File: src/rtl/guard_pkg.sv
package guard_pkg;

  typedef enum logic [1:0] {
    ACC_READ  = 2'd0,
    ACC_WRITE = 2'd1,
    ACC_FETCH = 2'd2,
    ACC_RSVD  = 2'd3
  } acc_kind_e;

  typedef enum logic [2:0] {
    CAUSE_NONE     = 3'd0,
    CAUSE_ABSENT   = 3'd1,
    CAUSE_TYPE     = 3'd2,
    CAUSE_PRIV     = 3'd3,
    CAUSE_LIMIT    = 3'd4,
    CAUSE_PG_USER  = 3'd5,
    CAUSE_PG_WRITE = 3'd6
  } cause_e;

  // segment class bit positions
  localparam int unsigned SEGT_SYS  = 2;
  localparam int unsigned SEGT_CODE = 1;
  localparam int unsigned SEGT_PERM = 0;

  localparam logic [1:0] RING_USER = 2'd3;

endpackage

File: src/rtl/guard_limit_calc.sv
module guard_limit_calc #(
  parameter int unsigned ADDR_W  = 32,
  parameter int unsigned LIMIT_W = 20
) (
  input  logic [ADDR_W-1:0]  offset,
  input  logic [1:0]         len_m1,
  input  logic               gran,
  input  logic [LIMIT_W-1:0] limit,
  output logic               over
);
  localparam int unsigned SCALE_W = ADDR_W - LIMIT_W;

  logic [ADDR_W-1:0] eff_limit;
  logic [ADDR_W:0]   last_byte;

  generate
    if (SCALE_W > 0) begin : g_scaled
      always_comb begin
        if (gran) eff_limit = {limit, {SCALE_W{1'b1}}};
        else      eff_limit = {{SCALE_W{1'b0}}, limit};
      end
    end else begin : g_flat
      logic unused_gran;
      assign unused_gran = gran;
      assign eff_limit   = limit[ADDR_W-1:0];
    end
  endgenerate

  // one extra bit keeps a carry past the address top visible
  assign last_byte = {1'b0, offset} + {{(ADDR_W-1){1'b0}}, len_m1};
  assign over      = last_byte > {1'b0, eff_limit};

endmodule

File: src/rtl/guard_seg_check.sv
module guard_seg_check
  import guard_pkg::*;
(
  input  logic [1:0] cpl,
  input  logic [1:0] rpl,
  input  logic [1:0] dpl,
  input  logic       present,
  input  logic [2:0] seg_type,
  input  logic [1:0] kind,
  input  logic       limit_over,
  output logic [2:0] cause
);
  logic [1:0] eff_ring;
  logic       type_bad;
  logic       is_code;
  logic       perm;

  assign eff_ring = (rpl > cpl) ? rpl : cpl;
  assign is_code  = seg_type[SEGT_CODE];
  assign perm     = seg_type[SEGT_PERM];

  always_comb begin
    type_bad = 1'b0;
    case (kind)
      ACC_READ:  type_bad = is_code & ~perm;
      ACC_WRITE: type_bad = is_code | ~perm;
      ACC_FETCH: type_bad = ~is_code;
      default:   type_bad = 1'b1;
    endcase
    if (seg_type[SEGT_SYS]) type_bad = 1'b1;
  end

  always_comb begin
    if (!present)             cause = CAUSE_ABSENT;
    else if (type_bad)        cause = CAUSE_TYPE;
    else if (eff_ring > dpl)  cause = CAUSE_PRIV;
    else if (limit_over)      cause = CAUSE_LIMIT;
    else                      cause = CAUSE_NONE;
  end

endmodule

File: src/rtl/guard_page_check.sv
module guard_page_check
  import guard_pkg::*;
(
  input  logic [1:0] cpl,
  input  logic [1:0] kind,
  input  logic       pte_user,
  input  logic       pte_write,
  output logic [2:0] cause
);
  logic user_mode;

  assign user_mode = (cpl == RING_USER);

  always_comb begin
    if (user_mode && !pte_user)                         cause = CAUSE_PG_USER;
    else if (user_mode && kind == ACC_WRITE && !pte_write) cause = CAUSE_PG_WRITE;
    else                                                cause = CAUSE_NONE;
  end

endmodule

File: src/rtl/seg_page_guard.sv
module seg_page_guard
  import guard_pkg::*;
#(
  parameter int unsigned ADDR_W  = 32,
  parameter int unsigned LIMIT_W = 20
) (
  input  logic               clk,
  input  logic               rst_n,
  input  logic               req_valid,
  input  logic [1:0]         req_cpl,
  input  logic [1:0]         req_rpl,
  input  logic [1:0]         seg_dpl,
  input  logic [2:0]         seg_type,
  input  logic               seg_present,
  input  logic               seg_gran,
  input  logic [LIMIT_W-1:0] seg_limit,
  input  logic [ADDR_W-1:0]  req_offset,
  input  logic [1:0]         req_len,
  input  logic [1:0]         req_kind,
  input  logic               paging_en,
  input  logic               pte_user,
  input  logic               pte_write,
  output logic               rsp_valid,
  output logic               rsp_grant,
  output logic [2:0]         rsp_cause
);
  // reset: asserted at once, released on a clock edge
  logic [1:0] rst_sync_q;
  logic       rst_core_n;

  always_ff @(posedge clk or negedge rst_n) begin
    if (!rst_n) rst_sync_q <= 2'b00;
    else        rst_sync_q <= {rst_sync_q[0], 1'b1};
  end
  assign rst_core_n = rst_sync_q[1];

  logic       lim_over;
  logic [2:0] seg_cause;
  logic [2:0] pg_cause;
  logic [2:0] final_cause;

  guard_limit_calc #(.ADDR_W(ADDR_W), .LIMIT_W(LIMIT_W)) u_limit (
    .offset (req_offset),
    .len_m1 (req_len),
    .gran   (seg_gran),
    .limit  (seg_limit),
    .over   (lim_over)
  );

  guard_seg_check u_seg (
    .cpl        (req_cpl),
    .rpl        (req_rpl),
    .dpl        (seg_dpl),
    .present    (seg_present),
    .seg_type   (seg_type),
    .kind       (req_kind),
    .limit_over (lim_over),
    .cause      (seg_cause)
  );

  guard_page_check u_page (
    .cpl       (req_cpl),
    .kind      (req_kind),
    .pte_user  (pte_user),
    .pte_write (pte_write),
    .cause     (pg_cause)
  );

  always_comb begin
    if (seg_cause != CAUSE_NONE) final_cause = seg_cause;
    else if (paging_en)          final_cause = pg_cause;
    else                         final_cause = CAUSE_NONE;
  end

  // next state
  logic       valid_d;
  logic       grant_d;
  logic [2:0] cause_d;
  logic       ans_en;

  assign ans_en  = req_valid;
  assign valid_d = req_valid;
  assign grant_d = (final_cause == CAUSE_NONE);
  assign cause_d = final_cause;

  // registers
  always_ff @(posedge clk or negedge rst_core_n) begin
    if (!rst_core_n) rsp_valid <= 1'b0;
    else             rsp_valid <= valid_d;
  end

  always_ff @(posedge clk or negedge rst_core_n) begin
    if (!rst_core_n) begin
      rsp_grant <= 1'b0;
      rsp_cause <= CAUSE_NONE;
    end else if (ans_en) begin
      rsp_grant <= grant_d;
      rsp_cause <= cause_d;
    end
  end

endmodule


File: config.mk
export PLATFORM = sky130hd
export DESIGN_NAME = seg_page_guard
export DESIGN_NICKNAME = d
export VERILOG_FILES = /design/src/rtl/guard_pkg.sv /design/src/rtl/guard_limit_calc.sv /design/src/rtl/guard_seg_check.sv /design/src/rtl/guard_page_check.sv /design/src/rtl/seg_page_guard.sv
export SDC_FILE = /design/constraint.sdc
export NUM_CORES = 1
export LEC_CHECK = 0
export ABC_AREA = 1
export BUFFER_PORTS_ARGS = -buffer_cell sky130_fd_sc_hd__buf_2
export CAP_MARGIN = 10
export CORE_UTILIZATION = 53
export DETAILED_ROUTE_END_ITERATION = 6
export HOLD_SLACK_MARGIN = 0.05
export MAX_ROUTING_LAYER = met4
export PLACE_DENSITY = 0.83
export RECOVER_POWER = 50
export SYNTH_ARGS = -nofsm -noshare
export SYNTH_HDL_FRONTEND = slang
export SYNTH_SLANG_ARGS = --single-unit
export TNS_END_PERCENT = 30
File: constraint.sdc
create_clock -name clk -period 0.8 [get_ports clk]
set_clock_uncertainty 0.1 [all_clocks]
set_input_delay 0.08 -clock clk [delete_from_list [all_inputs] [get_ports clk]]
set_output_delay 0.08 -clock clk [all_outputs]
set_load 0.005 [all_outputs]
==> results of run 1 <==
## logic make-up after synthesis
kind of cell / synth area share
xor gates and xnor gates: 0.0998
other: 0.00158
buffers and inverters: 0.0935
adders and majority gates: 0.214
DFF: 0.0740
muxes: 0.0338
and+or+nand+nor: 0.421
AOI/OAI and AO/OA: 0.0618
## routing by layer
layer / GRT overflow / global-route usage
met5: - / -
met4: 8 / 0.872
met3: 0 / 0.526
met2: 37 / 0.981
met1: 0 / 0.694
## cells in the mapped netlist
cell type	n	share of area
sky130_fd_sc_hd__a21o_1	1	0.0032
sky130_fd_sc_hd__a21oi_1	18	0.038
sky130_fd_sc_hd__a31oi_1	2	0.0053
sky130_fd_sc_hd__clkbuf_1	4	0.0063
sky130_fd_sc_hd__conb_1	1	0.0016
sky130_fd_sc_hd__dfrtp_1	7	0.074
sky130_fd_sc_hd__fa_1	1	0.0085
sky130_fd_sc_hd__ha_1	39	0.21
sky130_fd_sc_hd__inv_1	51	0.081
sky130_fd_sc_hd__inv_2	4	0.0063
sky130_fd_sc_hd__mux2i_1	8	0.034
sky130_fd_sc_hd__nand2_1	95	0.15
sky130_fd_sc_hd__nand2_2	7	0.018
sky130_fd_sc_hd__nand3_1	14	0.030
sky130_fd_sc_hd__nand3_2	2	0.0085
sky130_fd_sc_hd__nand3b_1	1	0.0032
sky130_fd_sc_hd__nand4_1	14	0.037
sky130_fd_sc_hd__nor2_1	53	0.084
sky130_fd_sc_hd__nor2_2	3	0.0079
sky130_fd_sc_hd__nor2_4	2	0.0095
sky130_fd_sc_hd__nor3_1	7	0.015
sky130_fd_sc_hd__nor3_2	5	0.021
sky130_fd_sc_hd__nor3_4	3	0.021
sky130_fd_sc_hd__nor4_1	3	0.0079
sky130_fd_sc_hd__o21ai_0	6	0.013
sky130_fd_sc_hd__o22ai_1	1	0.0026
sky130_fd_sc_hd__or2_2	2	0.0053
sky130_fd_sc_hd__or3_1	1	0.0026
sky130_fd_sc_hd__xnor2_1	10	0.037
sky130_fd_sc_hd__xor2_1	17	0.063
## repair_timing
| item | in CTS |
|---|---|
| hold buffers | 1 |
| gates resized for setup | 27 |
| gates cloned | 0 |
| buffers inserted | 8 |
| endpoints found under the setup margin | 9 |
| hold endpoints to repair | 8 |
| pin swaps | 21 |
## stage by stage
step,setup slack (ns),std cells,util
CTS,-2.10,611,0.916
global placement,-2.29,598,0.848
floorplan,-2.00,382,-
detailed placement,-2.38,598,0.848
==> results.py, run 1 <==
metrics = {
    "die": {
        "boundaryPins": 78,
        "floorplan.rows": 23,
        "initial_core_util": 0.572,
        "die-height_um": 68.9,
        "die_w_um": 68.9,
    },
    "logic_synthesis": {
        "synth_area_per_cell_um2": 6.20,
        "synth.distinct_cells": 30,
        "synth.cell_area_um2": 2370,
        "number_of_synthesis_warnings": 0,
        "post_synth_inst_count": 382,
        "yosysSeqAreaShare": 0.0740,
        "ys_ff_latch": 7,
        "mappedNetlistNets": 495,
    },
    "status": {
        "haltStage": "global routing",
        "status": "stopped before the end",
        "run.stop_error": "[ERROR GRT-0232] Routing congestion too high. Check the congestion heatmap in the GUI.",
    },
    "sta": {
        "worst-ep-kind": "register data pin",
        "grt_repair_worst_endpoint": "rsp_grant$_DFFE_PN0P_/D",
    },
    "cts": {
        "cts_buffer_depth": 2,
        "tritoncts.num_buffers": 3,
        "clockRootBuffer": "sky130_fd_sc_hd__clkbuf_8",
        "ctsHtreeMaxLevel": 1,
        "cts.sinks": 7,
    },
    "place": {
        "place.port_buffers": 77,
        "placed_area_um2": 3510,
        "hpwlAfterDp_um": 6830,
        "gp_routability_congestion": 0.960,
    },
    "global_route": {
        "grt_overall_usage": 0.766,
        "pin_count_of_the_biggest_net_entering_global_routing": 18,
        "grt_total_ovfl": 45,
    },
}
==> run 2, diff against run 1 <==
--- a/config.mk
+++ b/config.mk
@@ -8,11 +8,9 @@
 export ABC_AREA = 1
 export BUFFER_PORTS_ARGS = -buffer_cell sky130_fd_sc_hd__buf_2
 export CAP_MARGIN = 10
-export CORE_UTILIZATION = 53
+export CORE_UTILIZATION = 40
 export DETAILED_ROUTE_END_ITERATION = 6
-export HOLD_SLACK_MARGIN = 0.05
-export MAX_ROUTING_LAYER = met4
-export PLACE_DENSITY = 0.83
+export PLACE_DENSITY_LB_ADDON = 0.15
 export RECOVER_POWER = 50
 export SYNTH_ARGS = -nofsm -noshare
 export SYNTH_HDL_FRONTEND = slang
==> results.py, run 2 <==
metrics = {
    "final_layout": {
        "syn2layout_area_growth_pct": 62.2,
        "regArea_um2": 175,
        "layout-drive-gt1-share": 0.412,
        "layout.cells.non_filler": 638,
        "final_nets": 680,
        "reg_top3": "rsp_cause (3), rst_sync_q (2)",
        "multi_input_area_um2": 2110,
        "n_antenna_cell": 0,
        "mostFrequentLayoutCell": "sky130_fd_sc_hd__buf_4",
        "fillers": 509,
        "final_cell_mix": "sky130_fd_sc_hd__buf_4, sky130_fd_sc_hd__nand2_1, sky130_fd_sc_hd__buf_2",
        "largest_register_ffs": 3,
        "max_flop_register": "rsp_cause",
    },
    "pwr": {
        "power.total_uw": 2630,
        "powerDensity_nw_per_um2": 684,
        "peak_supply_drop_uv": 1080,
        "p_leak_uw": 0.00210,
    },
    "setup_path": {
        "critical_path_arrival_ns": 2.92,
        "timing.critical_path.slowest_stage_cell": "sky130_fd_sc_hd__ha_1",
        "endpoint_kind": "register",
        "cpPeakStageDelay_ns": 0.27,
        "r2r_setup_slack_ns": 0.06,
        "timing.critical_path.max_delay_family": "simple AND/OR/NAND/NOR gates",
        "startpoint_type": "primary input",
        "critical_path_peak_fanout": 4,
        "critical_path_required_ns": 0.82,
        "worst-r2r-cell-count": 2,
        "critPathKind": "primary input to register",
        "worst-path-stages": 31,
        "timing.critical_path.mode_cell": "sky130_fd_sc_hd__nand2_2",
        "timing.critical_path.buf_inv": 3,
    },
    "cts": {
        "ctsHtreeMaxLevel": 1,
        "worstSkewPairLatency_ns": 0.22,
        "tritoncts.num_buffers": 3,
        "clock_slew_at_the_register_clock_pins_of_the_worst_setup_and_hold_paths_ns": 0.04,
        "tritoncts_clock_tree": "built",
        "cts.sinks": 7,
        "cts_buffer_depth": 2,
        "clockRootBuffer": "sky130_fd_sc_hd__clkbuf_8",
    },
    "place": {
        "place.port_buffers": 77,
        "placed_cells": 626,
        "hpwlAfterDp_um": 6520,
        "gp_routability_congestion": 0.964,
    },
    "status": {
        "violations": "negative hold slack, negative setup slack",
        "status": "finished with violations",
    },
    "drt": {
        "via_count": 2988,
        "route.final.wire_length_um": 7500,
        "wl_per_cell_um": 11.8,
        "route.antenna.remaining_nets": 0,
        "drt-pass1-iter-count": 5,
        "detail_route.drc_violations": 0,
        "detail_route.iter0.violations": 115,
        "avgViaCountPerCell": 4.68,
    },
    "logic_synthesis": {
        "synth_area_per_cell_um2": 6.20,
        "synth.distinct_cells": 30,
        "synth_edf_count": 0,
        "number_of_synthesis_warnings": 0,
        "netlist.top_cell.by_area": "sky130_fd_sc_hd__ha_1",
        "synthMostInstantiatedCell": "sky130_fd_sc_hd__nand2_1",
        "cell_types_with_the_largest_area_share_after_synthesis": "sky130_fd_sc_hd__ha_1, sky130_fd_sc_hd__nand2_1, sky130_fd_sc_hd__nor2_1",
        "synth.top_cell.area_share": 0.206,
        "yosysSeqAreaShare": 0.0740,
        "synth.cell_area_um2": 2370,
        "ys_top_cells_by_count": "sky130_fd_sc_hd__nand2_1, sky130_fd_sc_hd__nor2_1, sky130_fd_sc_hd__inv_1, sky130_fd_sc_hd__ha_1, sky130_fd_sc_hd__a21oi_1",
        "mappedNetlistNets": 495,
        "ys_async_sr_fraction": 1.00,
        "post_synth_inst_count": 382,
        "dominantRegCellSynth": "sky130_fd_sc_hd__dfrtp_1",
        "ys_ff_latch": 7,
    },
    "sta": {
        "drv_slew": 0,
        "finalCriticalPeriod_ns": 2.90,
        "final-setup-viol-count": 9,
        "rsz_0062_raised_after_global_routing": "true",
        "layout_setup_ws_ns": -2.10,
        "min_period_over_period": 3.63,
        "hold_viol_final": 5,
        "fmax_mhz": 345,
        "worst_hold_margin_ns": -0.0198,
    },
    "global_route": {
        "grt_total_ovfl": 0,
        "pin_count_of_the_biggest_net_entering_global_routing": 16,
        "number_of_global_route_vias_before_repair": 2967,
        "grt_pass1_wl_um": 12400,
        "grt_overall_usage": 0.245,
        "antenna_found_initial": 0,
    },
    "die": {
        "floorplan.rows": 27,
        "initial_core_util": 0.422,
        "core_area_um2": 5610,
        "die_area_um2": 6230,
        "die-height_um": 79.0,
        "boundaryPins": 78,
        "die_w_um": 79.0,
    },
    "worst_hold_path": {
        "holdCritPathClass": "register to async pin",
    },
    "flow_run": {
        "maxCapViolCount": 0,
    },
}
-- run 2: cell counts after synthesis --
No cell type changed its count.
-- run 2: path summary, 6_finish.rpt --
path | from | end
setup / recovery | req_len[1] | rsp_grant$_DFFE_PN0P_
hold / removal | rst_sync_q[1]$_DFF_PN0_ | rsp_grant$_DFFE_PN0P_
setup reg to reg | rsp_cause[2]$_DFFE_PN0P_ | rsp_cause[2]$_DFFE_PN0P_
hold reg to reg | rst_sync_q[1]$_DFF_PN0_ | rsp_grant$_DFFE_PN0P_
max in group asynchronous | rst_n | rst_sync_q[1]$_DFF_PN0_
min in group clk | req_valid | rsp_valid$_DFF_PN0_
-- run 2: repair_timing --
action                                  in CTS  in global routing
endpoints found under the setup margin       9                  9
buffers inserted                             7                  0
pin swaps                                   10                  2
hold endpoints to repair                     7                  0
hold buffers                                 1                  0
resized for setup                           13                 14
-- run 2: per-layer routing --
layer  vias to the layer above  global-route usage  share of wire
met2                        67               0.472           0.50
met5                         -                   0              0
met4                         0              0.0509          0.022
li1                       1608                   -              -
met1                      1299               0.299           0.44
met3                        14              0.0115          0.035
-- run 2: area by class of cell --
cell class	instances	area share
multi-input combinational	316	0.549
inverter	55	0.0537
sequential	7	0.0456
tap	72	0.0235
clock buffer	4	0.0117
timing repair buffer	184	0.316
-- run 2: metrics by stage --
stage               worst slack [ns]  TNS [ns]  area [µm²]  hold WS, ns  utilization
detailed placement             -2.36     -9.11        3590       -0.233        0.640
CTS                            -2.08     -8.54        3770      -0.0148        0.672
finish                         -2.10     -8.67        3840      -0.0198        0.685
global placement               -2.34     -8.98        3590       -0.235        0.640
global route                   -2.42     -9.87        3840      0.00534        0.685
floorplan                      -2.00     -7.67        2370       -0.316            -
-- run 2: cells by family (layout without fill, tap and decap cells) --
group           count (synthesis)  in the layout  share of synthesized area
compound gates                 28             28                     0.0618
other cells                     1              1                    0.00158
buf+inv                        59            243                     0.0935
flops                           7              7                     0.0740
simple gates                  212            212                      0.421
fa+ha+maj                      40             40                      0.214
xor+xnor                       27             27                     0.0998
mux                             8              8                     0.0338
-- run 2: power by group --
group / internal, µW / leakage, µW / switching, µW
Combinational: 882 / 0.00200 / 849
Sequential: 384 / 0.0000838 / 16.9
Clock: 345 / 0.0000228 / 150
Total: 1610 / 0.00210 / 1020
Note: power is estimated with default switching activity, not from simulation.
==> run 3, diff against run 2 <==
--- a/config.mk
+++ b/config.mk
@@ -6,8 +6,9 @@
 export NUM_CORES = 1
 export LEC_CHECK = 0
 export ABC_AREA = 1
-export BUFFER_PORTS_ARGS = -buffer_cell sky130_fd_sc_hd__buf_2
+export BUFFER_PORTS_ARGS = -buffer_cell sky130_fd_sc_hd__clkbuf_2
 export CAP_MARGIN = 10
+export CORE_ASPECT_RATIO = 1.25
 export CORE_UTILIZATION = 40
 export DETAILED_ROUTE_END_ITERATION = 6
 export PLACE_DENSITY_LB_ADDON = 0.15
==> constraint.sdc (replaced) <==
create_clock -name clk -period 2.8 [get_ports clk]
set_clock_uncertainty 0.1 [all_clocks]
set_input_delay 0.28 -clock clk [delete_from_list [all_inputs] [get_ports clk]]
set_output_delay 0.28 -clock clk [all_outputs]
set_load 0.005 [all_outputs]
==> results.py, run 3 (synthesis gave the netlist of run 2 again) <==
metrics = {
    "final_layout": {
        "fillers": 541,
        "final_cell_mix": "sky130_fd_sc_hd__nand2_1, sky130_fd_sc_hd__buf_4, sky130_fd_sc_hd__clkbuf_2",
        "layout.cells.non_filler": 610,
        "multi_input_area_um2": 2060,
        "max_flop_register": "rsp_cause",
        "regArea_um2": 175,
        "mostFrequentLayoutCell": "sky130_fd_sc_hd__nand2_1",
        "reg_top3": "rsp_cause (3), rst_sync_q (2)",
        "final_nets": 660,
        "syn2layout_area_growth_pct": 53.0,
        "layout-drive-gt1-share": 0.372,
        "largest_register_ffs": 3,
        "n_antenna_cell": 0,
    },
    "die": {
        "boundaryPins": 78,
        "floorplan.rows": 30,
        "core_area_um2": 5560,
        "die_w_um": 70.8,
        "die_area_um2": 6240,
        "die-height_um": 88.0,
        "initial_core_util": 0.426,
    },
    "sta": {
        "finalCriticalPeriod_ns": 3.21,
        "final-setup-viol-count": 4,
        "drv_slew": 0,
        "layout_setup_ws_ns": -0.406,
        "hold_viol_final": 0,
        "rsz_0062_raised_after_global_routing": "true",
        "min_period_over_period": 1.15,
        "worst_hold_margin_ns": 0.189,
        "fmax_mhz": 312,
    },
    "global_route": {
        "grtUsageMet1": 0.280,
        "grt_overall_usage": 0.250,
        "use_met3": 0.0196,
        "top_usage_layer": "met2",
        "pin_count_of_the_biggest_net_entering_global_routing": 16,
        "grt_pass1_wl_um": 12500,
        "fraction_of_met2_tracks_used_by_global_routing": 0.479,
        "antenna_found_initial": 0,
        "number_of_global_route_vias_before_repair": 2992,
        "grt_total_ovfl": 0,
    },
    "pwr": {
        "total_switching_power_uw": 280,
        "comb_power_share": 0.645,
        "internal-power_uw": 434,
        "powerDensity_nw_per_um2": 197,
        "peak_supply_drop_uv": 318,
        "pwr-share-seq": 0.159,
        "netSwitchingFraction": 0.392,
        "p_leak_uw": 0.00200,
        "clock_power_share": 0.196,
    },
    "drt": {
        "route.final.wire_length_um": 7270,
        "wl_per_cell_um": 11.9,
        "detail_route.iter0.violations": 129,
        "detail_route.drc_violations": 12,
        "route.antenna.remaining_nets": 0,
        "avgViaCountPerCell": 4.87,
        "via_count": 2972,
        "drt-pass1-iter-count": 6,
    },
    "setup_path": {
        "critical_path_arrival_ns": 3.22,
        "timing.critical_path.max_delay_family": "simple AND/OR/NAND/NOR gates",
        "critical_path_peak_fanout": 4,
        "critical_path_required_ns": 2.82,
        "startpoint_type": "primary input",
        "timing.critical_path.slowest_stage_cell": "sky130_fd_sc_hd__xnor2_1",
        "critPathKind": "primary input to register",
        "endpoint_kind": "register",
        "timing.critical_path.buf_inv": 2,
        "timing.critical_path.mode_cell": "sky130_fd_sc_hd__nand2_1",
        "cpPeakStageDelay_ns": 0.31,
    },
    "worst_hold_path": {
        "holdCritPathClass": "primary input to register",
    },
    "cts": {
        "worstSkewPairLatency_ns": 0.22,
        "clock_slew_at_the_register_clock_pins_of_the_worst_setup_and_hold_paths_ns": 0.04,
        "ctsHtreeMaxLevel": 1,
        "clockRootBuffer": "sky130_fd_sc_hd__clkbuf_8",
        "cts_buffer_depth": 2,
        "cts.sinks": 7,
        "tritoncts_clock_tree": "built",
        "tritoncts.num_buffers": 3,
    },
    "place": {
        "gp_routability_congestion": 0.891,
        "hpwlAfterDp_um": 6420,
        "placed_cells": 592,
        "place.port_buffers": 77,
    },
    "status": {
        "violations": "design-rule violations, negative setup slack",
        "status": "finished with violations",
    },
    "flow_run": {
        "maxCapViolCount": 0,
    },
}
[run 3: cell types whose count changed in the layout (fill, tap and decap cells not counted), moves of 2 or more]
cell                       delta
sky130_fd_sc_hd__buf_2       -74
sky130_fd_sc_hd__ha_1         +2
sky130_fd_sc_hd__ha_4         -2
sky130_fd_sc_hd__buf_6        -2
sky130_fd_sc_hd__clkbuf_2    +73
sky130_fd_sc_hd__nand3_1      +2
sky130_fd_sc_hd__nand2_2      -3
sky130_fd_sc_hd__nand2_1      +3
sky130_fd_sc_hd__buf_4       -18
sky130_fd_sc_hd__nand3_2      -4
sky130_fd_sc_hd__nand3_4      +2
[run 3: power groups by stage]
| stage | registers [µW] | logic [µW] | clock network, µW |
|---|---|---|---|
| after floorplan | 116 | 218 | 0 |
| after CTS | 114 | 454 | 145 |
| after detailed placement | 116 | 435 | 0 |
| final | 114 | 461 | 140 |
| after global routing | 114 | 524 | 151 |
| after global placement | 116 | 428 | 0 |
[run 3: routing by layer]
metal	part of all wire	up-vias	routed length (µm)
met5	0	-	0
met4	0.036	0	263
met3	0.034	20	245
met2	0.51	75	3730
met1	0.42	1304	3030
li1	-	1573	-
[run 3: per-stage QoR]
stage          setup WS (ns)  power [µW]  TNS (ns)  instance area (µm²)  utilization
6_report              -0.406         714     -1.45                 3620        0.652
3_3_place_gp          -0.606         544     -2.05                 3370        0.607
2_1_floorplan         -0.197         334    -0.466                 2370            -
4_1_cts               -0.467         713     -1.59                 3570        0.643
3_5_place_dp          -0.738         551     -2.56                 3370        0.607
5_1_grt               -0.722         789     -2.42                 3620        0.652
[run 3: timing repair]
| item | 4_1_cts | 5_1_grt |
|---|---|---|
| gates cloned | 0 | 0 |
| resized for setup | 10 | 9 |
| buffers inserted | 11 | 2 |
| hold buffers | 2 | 0 |
| setup endpoints to repair | 4 | 4 |
| endpoints found under the hold margin | 7 | 0 |
| pin swaps | 17 | 16 |
[run 3: path summary, 6_finish.rpt]
kind	from	to	slack (ns)	cells past startpoint
max	req_offset[1]	rsp_grant$_DFFE_PN0P_	-0.41	30
min	req_valid	rsp_valid$_DFF_PN0_	0.19	1
max reg2reg	rst_sync_q[1]$_DFF_PN0_	rsp_valid$_DFF_PN0_	1.90	1
min reg2reg	rst_sync_q[0]$_DFF_PN0_	rst_sync_q[1]$_DFF_PN0_	0.24	0
max in group asynchronous	rst_sync_q[1]$_DFF_PN0_	rsp_valid$_DFF_PN0_	1.90	1
min in group asynchronous	rst_n	rst_sync_q[1]$_DFF_PN0_	0.27	2
[run 3: final cells by class]
cell class / count / share of cell area
Multi-Input combinational cell: 316 / 0.569
Timing Repair Buffer: 164 / 0.291
Inverter: 55 / 0.0570
Sequential cell: 7 / 0.0483
Tap cell: 64 / 0.0221
Clock buffer: 4 / 0.0124
==> run 4, diff against run 3 <==
--- a/config.mk
+++ b/config.mk
@@ -12,7 +12,6 @@
 export CORE_UTILIZATION = 40
 export DETAILED_ROUTE_END_ITERATION = 6
 export PLACE_DENSITY_LB_ADDON = 0.15
-export RECOVER_POWER = 50
 export SYNTH_ARGS = -nofsm -noshare
 export SYNTH_HDL_FRONTEND = slang
 export SYNTH_SLANG_ARGS = --single-unit
==> results.py, run 4 (synthesis gave the netlist of run 2 again) <==
metrics = {
    "final_layout": {
        "postLayoutCellArea_um2": 3630,
        "largest_register_ffs": 3,
        "mostFrequentLayoutCell": "sky130_fd_sc_hd__nand2_1",
        "syn2layout_area_growth_pct": 53.1,
        "reg_top3": "rsp_cause (3), rst_sync_q (2)",
        "layout-drive-gt1-share": 0.375,
        "final_cell_mix": "sky130_fd_sc_hd__nand2_1, sky130_fd_sc_hd__buf_4, sky130_fd_sc_hd__clkbuf_2",
        "fin_util": 0.653,
        "final_nets": 660,
        "fillers": 540,
        "n_antenna_cell": 0,
        "max_flop_register": "rsp_cause",
    },
    "die": {
        "floorplan.rows": 30,
        "die_area_um2": 6240,
        "initial_core_util": 0.426,
        "boundaryPins": 78,
        "die-height_um": 88.0,
        "core_area_um2": 5560,
        "die_w_um": 70.8,
    },
    "setup_path": {
        "cpPeakStageDelay_ns": 0.31,
        "timing.critical_path.mode_cell": "sky130_fd_sc_hd__nand2_1",
        "critical_path_required_ns": 2.82,
        "timing.critical_path.buf_inv": 2,
        "crit_start": "req_offset[1]",
        "timing.critical_path.slowest_stage_cell": "sky130_fd_sc_hd__xnor2_1",
        "worst-path-stages": 30,
        "r2r_setup_slack_ns": 1.90,
        "critPathKind": "primary input to register",
        "regToRegEndpoint": "rsp_valid$_DFF_PN0_",
        "timing.critical_path.max_delay_family": "simple AND/OR/NAND/NOR gates",
        "critical_path_arrival_ns": 3.22,
        "regToRegStartpoint": "rst_sync_q[1]$_DFF_PN0_",
        "startpoint_type": "primary input",
        "endpoint_kind": "register",
        "worst-r2r-cell-count": 1,
        "critical_path_peak_fanout": 4,
        "critPathCapture": "rsp_grant$_DFFE_PN0P_",
    },
    "drt": {
        "avgViaCountPerCell": 4.87,
        "route.antenna.remaining_nets": 0,
        "detail_route.iter0.violations": 129,
        "wl_per_cell_um": 11.9,
        "route.final.wire_length_um": 7270,
        "via_count": 2972,
        "detail_route.drc_violations": 12,
        "drt-pass1-iter-count": 6,
    },
    "status": {
        "violations": "design-rule violations, negative setup slack",
        "status": "finished with violations",
    },
    "cts": {
        "cts_buffer_depth": 2,
        "worstSkewPairLatency_ns": 0.22,
        "tritoncts_clock_tree": "built",
        "clock_slew_at_the_register_clock_pins_of_the_worst_setup_and_hold_paths_ns": 0.04,
        "ctsHtreeMaxLevel": 1,
        "cts.sinks": 7,
        "clockRootBuffer": "sky130_fd_sc_hd__clkbuf_8",
        "tritoncts.num_buffers": 3,
    },
    "pwr": {
        "p_leak_uw": 0.00200,
        "peak_supply_drop_uv": 318,
        "powerDensity_nw_per_um2": 197,
    },
    "global_route": {
        "grt_pass1_wl_um": 12500,
        "number_of_global_route_vias_before_repair": 2992,
        "pin_count_of_the_biggest_net_entering_global_routing": 16,
        "grt_overall_usage": 0.250,
        "antenna_found_initial": 0,
        "grt_total_ovfl": 0,
    },
    "sta": {
        "final-setup-viol-count": 4,
        "finalCriticalPeriod_ns": 3.21,
        "drv_slew": 0,
        "rsz_0062_raised_after_global_routing": "true",
        "layout_setup_ws_ns": -0.406,
        "fmax_mhz": 312,
        "min_period_over_period": 1.15,
        "hold_viol_final": 0,
    },
    "worst_hold_path": {
        "holdCritPathClass": "primary input to register",
    },
    "place": {
        "gp_routability_congestion": 0.891,
        "place.port_buffers": 77,
        "placed_area_um2": 3370,
        "hpwlAfterDp_um": 6420,
    },
    "flow_run": {
        "maxCapViolCount": 0,
    },
}
run 4: worst min path at each step:
stage / from / endpoint / cells past startpoint
2_1_floorplan: rst_n / rst_sync_q[0]$_DFF_PN0_ / 0
3_3_place_gp: rst_n / rst_sync_q[0]$_DFF_PN0_ / 1
3_5_place_dp: rst_n / rst_sync_q[1]$_DFF_PN0_ / 1
4_1_cts: req_valid / rsp_valid$_DFF_PN0_ / 1
5_1_grt: req_valid / rsp_valid$_DFF_PN0_ / 1
6_report: req_valid / rsp_valid$_DFF_PN0_ / 1
run 4: final cells by class:
| type | instances | area (µm²) | share of cell area |
|---|---|---|---|
| Multi-Input combinational cell | 316 | 2060 | 0.568 |
| Clock buffer | 4 | 45.0 | 0.0124 |
| Tap cell | 64 | 80.1 | 0.0221 |
| Inverter | 55 | 206 | 0.0569 |
| Timing Repair Buffer | 164 | 1060 | 0.292 |
| Sequential cell | 7 | 175 | 0.0483 |
run 4: what timing repair did:
item,4_1_cts,5_1_grt
pin swaps,17,16
endpoints found under the setup margin,4,4
setup buffers,11,2
resized for setup,10,9
hold buffers,2,0
endpoints found under the hold margin,7,0
run 4: routing by layer:
metal | track usage | part of all wire
met5 | 0 | 0
met4 | 0.115 | 0.036
met3 | 0.0196 | 0.034
met2 | 0.479 | 0.51
met1 | 0.280 | 0.42
run 4: report_power, final:
part | switching [µW] | total [µW] | internal (µW) | leakage, µW
combinational | 235 | 461 | 226 | 0.00190
clock | 41.7 | 140 | 98.3 | 0.0000228
sequential | 3.80 | 114 | 110 | 0.0000838
total | 280 | 715 | 434 | 0.00200
run 4: metrics by stage:
step           std cells  setup slack (ns)  hold slack [ns]  setup TNS, ns  total power [µW]
3_5_place_dp         592            -0.738          -0.0305          -2.56               551
3_3_place_gp         592            -0.606          -0.0340          -2.05               544
4_1_cts              609            -0.467            0.149          -1.59               713
2_1_floorplan        382            -0.197           -0.116         -0.466               334
6_report             610            -0.406            0.155          -1.45               715
5_1_grt              610            -0.722            0.162          -2.42               790
